--- src/rtl/vliw_disp_pkg.sv ---
package vliw_disp_pkg;

  parameter int NSLOT = 8;

  // Lanes covered by the group that starts at slot 'start'.
  function automatic logic [NSLOT-1:0] ep_span(input logic [NSLOT-1:0] chain,
                                               input int start);
    logic run;
    ep_span = '0;
    run     = 1'b1;
    for (int j = 0; j < NSLOT; j++) begin
      if (j >= start && run) begin
        ep_span[j] = 1'b1;
        if (!chain[j]) run = 1'b0;
      end
    end
  endfunction

  function automatic int ep_width(input logic [NSLOT-1:0] mask);
    ep_width = $countones(mask);
  endfunction

endpackage

--- src/rtl/vliw_ep_scan.sv ---
module vliw_ep_scan
  import vliw_disp_pkg::*;
#(
  parameter int SLOTS = NSLOT,
  localparam int IDX_W = $clog2(SLOTS)
) (
  input  logic [SLOTS-1:0] chain,
  input  logic [IDX_W-1:0] start,
  output logic [SLOTS-1:0] mask,
  output logic             last_grp,
  output logic [IDX_W-1:0] next_start
);
  int nxt;

  always_comb begin
    mask       = ep_span(chain, int'(start));
    last_grp   = mask[SLOTS-1];
    nxt        = int'(start) + ep_width(mask);
    next_start = IDX_W'(nxt);
  end
endmodule

--- src/rtl/vliw_ep_lanes.sv ---
module vliw_ep_lanes #(
  parameter int SLOTS  = 8,
  parameter int SLOT_W = 32
) (
  input  logic [SLOTS*SLOT_W-1:0] pkt,
  input  logic [SLOTS-1:0]        lane_en,
  output logic [SLOTS*SLOT_W-1:0] lanes
);
  for (genvar k = 0; k < SLOTS; k++) begin : g_lane
    assign lanes[k*SLOT_W +: SLOT_W] = lane_en[k] ? pkt[k*SLOT_W +: SLOT_W] : '0;
  end
endmodule

--- src/rtl/vliw_ep_dispatch.sv ---
module vliw_ep_dispatch
  import vliw_disp_pkg::*;
#(
  parameter int SLOT_W = 32,
  parameter int PBIT   = 0,
  localparam int SLOTS = NSLOT,
  localparam int IDX_W = $clog2(SLOTS),
  localparam int CNT_W = $clog2(SLOTS + 1),
  localparam int PKT_W = SLOTS * SLOT_W
) (
  input  logic             clk,
  input  logic             rst,
  input  logic             fp_valid,
  input  logic [PKT_W-1:0] fp_data,
  output logic             fp_ready,
  input  logic             stall,
  output logic [SLOTS-1:0] ep_lane_valid,
  output logic [PKT_W-1:0] ep_lane_insn,
  output logic [IDX_W-1:0] ep_first_slot,
  output logic             fp_done,
  output logic [CNT_W-1:0] fp_cycles
);
  logic [PKT_W-1:0] pkt_q;
  logic             busy_q;
  logic [IDX_W-1:0] cur_q;
  logic [CNT_W-1:0] cnt_q;

  logic [SLOTS-1:0] chain;
  logic [SLOTS-1:0] grp_mask;
  logic             grp_last;
  logic [IDX_W-1:0] grp_next;

  // named internal events
  logic issue_fire;
  logic accept;

  for (genvar k = 0; k < SLOTS; k++) begin : g_chain
    assign chain[k] = pkt_q[k*SLOT_W + PBIT];
  end

  vliw_ep_scan #(.SLOTS(SLOTS)) u_scan (
    .chain      (chain),
    .start      (cur_q),
    .mask       (grp_mask),
    .last_grp   (grp_last),
    .next_start (grp_next)
  );

  assign issue_fire    = busy_q && !stall;
  assign fp_ready      = !busy_q || (issue_fire && grp_last);
  assign accept        = fp_valid && fp_ready;
  assign ep_lane_valid = issue_fire ? grp_mask : '0;
  assign ep_first_slot = cur_q;
  assign fp_done       = issue_fire && grp_last;
  assign fp_cycles     = cnt_q + CNT_W'(1);

  vliw_ep_lanes #(.SLOTS(SLOTS), .SLOT_W(SLOT_W)) u_lanes (
    .pkt     (pkt_q),
    .lane_en (ep_lane_valid),
    .lanes   (ep_lane_insn)
  );

  always_ff @(posedge clk) begin
    if (rst) begin
      pkt_q  <= '0;
      busy_q <= 1'b0;
      cur_q  <= '0;
      cnt_q  <= '0;
    end else if (accept) begin
      pkt_q  <= fp_data;
      busy_q <= 1'b1;
      cur_q  <= '0;
      cnt_q  <= '0;
    end else if (issue_fire) begin
      if (grp_last) begin
        busy_q <= 1'b0;
      end else begin
        cur_q <= grp_next;
        cnt_q <= cnt_q + CNT_W'(1);
      end
    end
  end
endmodule

--- config.mk ---
export PLATFORM = sky130hd
export DESIGN_NAME = vliw_ep_dispatch
export DESIGN_NICKNAME = d
export VERILOG_FILES = /design/src/rtl/vliw_disp_pkg.sv /design/src/rtl/vliw_ep_scan.sv /design/src/rtl/vliw_ep_lanes.sv /design/src/rtl/vliw_ep_dispatch.sv
export SDC_FILE = /design/constraint.sdc
export NUM_CORES = 1
export LEC_CHECK = 0
export ABC_AREA = 1
export BUFFER_PORTS_ARGS = -buffer_cell sky130_fd_sc_hd__buf_2
export CAP_MARGIN = 20
export CORE_AREA = 5 5 203 205
export CTS_CLUSTER_DIAMETER = 40
export DETAILED_ROUTE_END_ITERATION = 10
export DIE_AREA = 0 0 208 210
export GPL_TIMING_DRIVEN = 0
export PLACE_DENSITY_LB_ADDON = 0.3
export SLEW_MARGIN = 20
export SYNTH_ARGS = -nofsm -noshare
export SYNTH_HDL_FRONTEND = slang
export SYNTH_SLANG_ARGS = --single-unit
--- constraint.sdc ---
create_clock -name clk -period 3.3 [get_ports clk]
set_input_delay 0.66 -clock clk [delete_from_list [all_inputs] [get_ports clk]]
set_output_delay 0.66 -clock clk [all_outputs]
set_load 0.02 [all_outputs]
==> results by group <==
Place
  – Routability congestion estimate: 0.9653
  – Port Buffers: 531
  – Detailed-placement wirelength estimate: 40.54 mm

Clock network
  – CTS buffer count: 46
  – CTS Sinks: 264
  – Maximum clock insertion buffer count: 3
  – Root buf cell: clkbuf_16
  – CTS clock-pin slew for the worst setup and hold paths: 0.05 ns
  – H-tree depth: 2
  – Clock latency at the later pin of the worst-skew pair: 0.55 ns
  – CTS tree: done

Logic synthesis
  – Post-synth EDFFs: 0
  – Async SR Flop Fraction: 0%
  – Synth cell types: 30
  – Area of the mapped netlist: 14680 um^2
  – Avg Inst Size Synth: 6.267 um^2
  – Post-Syn Instances: 2343
  – Seq/Total Area, Yosys: 35.99%
  – Yosys warns: 0
  – Main synth FF type: dfxtp_1
  – Register bit total from synthesis: 264
  – Net Count, Synth: 2613

Setup path
  – Crit. End Element: flop
  – WP data arrival: 3.98 ns
  – Data required, critical path: 3.77 ns
  – Crit Path Class: flop to flop
  – Crit path max fanout: 8
  – Startpoint Class: flop

Detailed routing
  – Drt total wl: 51.67 mm
  – DRC viols: 0
  – Vias per cell: 4.568
  – Via count: 15960
  – DRT Pass-1 Iters: 5
  – WL/cell: 14.79 um
  – Initial DRC count: 888
  – Antenna Nets Post-Route: 0

STA
  – WHS: 0.2898 ns
  – Fin crit share: 106.5%
  – Final Hold Fails: 0
  – Unrepaired setup endpoints after global routing: yes
  – FMAX: 0.2846 GHz
  – Final worst slack: -0.2132 ns
  – Setup violations, final: 2
  – Transition time of the tightest slew-check pin: 0.9506 ns
  – Max-Slew Margin vs Limit: 36.63%
  – Min cycle time layout: 3.513 ns
  – Final Max Slew Viols: 0
  – Clk_skew: 0.02180 ns

Layout
  – # fillers: 4036
  – Area delta synth->final: 35.13%
  – Most common cell after layout, fill and taps aside: buf_2
  – Fin nets: 3198
  – Most frequent cells in the layout: buf_2 (557), inv_1 (541), nor2_1 (522)
  – Ratio of cells with drive above 1 in the final layout: 27.62%

Hold path
  – Worst hold path type: input port to flop

Global route
  – Tot GR Track Use: 22.47%
  – Number of global-route vias before repair: 15710
  – Largest net degree at the start of global routing: 13
  – First-pass GRT wire length: 81.20 mm
  – Gr ovfl total: 0
  – Initial antenna violation count: 5

Pwr
  – Pwr dens: 515.0 nW/um^2
  – VDD IR max: 0.3278 mV
  – Leak: 10.88 nW
  – Total power: 10.22 mW

Die
  – Core area: 39280 um^2
  – Die Height: 210 um
  – Die Width: 208 um
  – FP Rows: 73
  – IO Pins: 533
  – Starting Density: 37.38%
  – Die Area: 43680 um^2

Outcome
  – Status: finished, violations left
  – Failing checks: negative setup slack

Job
  – MaxCap Viol Count: 0
[per-layer routing]
layer	part of all wire, %	vias to the layer above	track usage (%)
li1	-	8126	-
met2	49	480	40.54
met5	0.10	-	0
met3	6.0	103	4.629
met1	42	7240	27.20
met4	2.7	8	6.455
[power breakdown]
group	total [mW]	switching (mW)	internal, mW
clock	5.06	1.78	3.28
sequential	3.62	0.158	3.46
combinational	1.54	0.925	0.620
total	10.2	2.86	7.35
[area by class of cell]
class / instances / area (um^2) / share of cell area, %
Tap cell: 525 / 656.9 / 3.311
Sequential cell: 264 / 5296 / 26.69
Antenna cell: 3 / 7.507 / 0.03784
Multi-Input combinational cell: 1364 / 6435 / 32.43
Timing Repair Buffer: 538 / 2710 / 13.66
Buffer: 168 / 1031 / 5.196
Clock inverter: 36 / 467.9 / 2.358
Inverter: 546 / 2054 / 10.35
Clock buffer: 49 / 1182 / 5.959
[worst paths after layout]
path	from	to	slack, ns	depth (start not counted)
setup / recovery	ep_first_slot[1]$_SDFFE_PP0P_	ep_first_slot[1]$_SDFFE_PP0P_	-0.21	16
hold / removal	rst	busy_q$_SDFFE_PP0P_	0.29	2
setup reg to reg	ep_first_slot[1]$_SDFFE_PP0P_	ep_first_slot[1]$_SDFFE_PP0P_	-0.21	16
hold reg to reg	pkt_q[206]$_SDFFE_PP0P_	pkt_q[206]$_SDFFE_PP0P_	0.47	2
[worst max-delay path: stages, from the launching register on]
cell	delay (ns)
dfxtp_4	0.39
a21oi_2	0.18
nand2_2	0.09
nand4_4	0.11
nor2_4	0.06
and2_4	0.17
ha_4	0.26
inv_2	0.03
fa_1	0.47
fa_1	0.50
inv_1	0.05
fa_2	0.33
fa_2	0.53
nand3_2	0.06
nand2_1	0.08
inv_1	0.04
nor2_1	0.08
[registers in the layout, indices dropped and copies added (netlist names)]
name	count
pkt_q	256
cnt_q	4
ep_first_slot	3
busy_q	1
[Yosys cell counts (6+ instances only)]
cell      count  area (um^2)
clkbuf_1     84        315.3
nor2_1      527         1978
nand3_1     265         1326
buf_1        17        63.81
buf_2        26        130.1
buf_12       10        200.2
inv_1       543         2038
buf_6        19        214.0
a21oi_1     169        845.8
buf_4        12        90.09
fa_1          6        120.1
nand2_1     287         1077
a21oi_2      90        788.3
dfxtp_1     264         5285
[cell families (layout without fill, tap and decap cells)]
group           count (synthesis)  count (layout)  share of synthesized area (%)
other cells                     0               3                              0
simple gates                 1088            1088                          30.39
flops                         264             264                          35.99
fa+ha+maj                      10              10                          1.159
xor+xnor                        5               5                         0.2983
compound gates                261             261                          11.20
buf+inv                       715            1337                          20.96
[stage by stage]
step	TNS, ns	utilization, %	setup slack [ns]	std cells	cell area (um^2)
6_report	-0.3972	50.52	-0.2132	3493	19840
5_1_grt	-0.8522	50.51	-0.3949	3491	19840
4_1_cts	-0.4416	50.39	-0.2328	3488	19790
3_5_place_dp	-6.525	46.00	-0.3402	3399	18070
3_3_place_gp	-3.287	46.00	-0.2592	3399	18070
2_1_floorplan	-0.2640	-	-0.1482	2343	14750
[repair_timing]
item / 4_1_cts / 5_1_grt
pin swaps: 6 / 5
setup buffers: 5 / 2
setup endpoints to repair: 160 / 23
hold buffers: 0 / 0
gates resized for setup: 16 / 13
(Power assumes the default switching activity.)
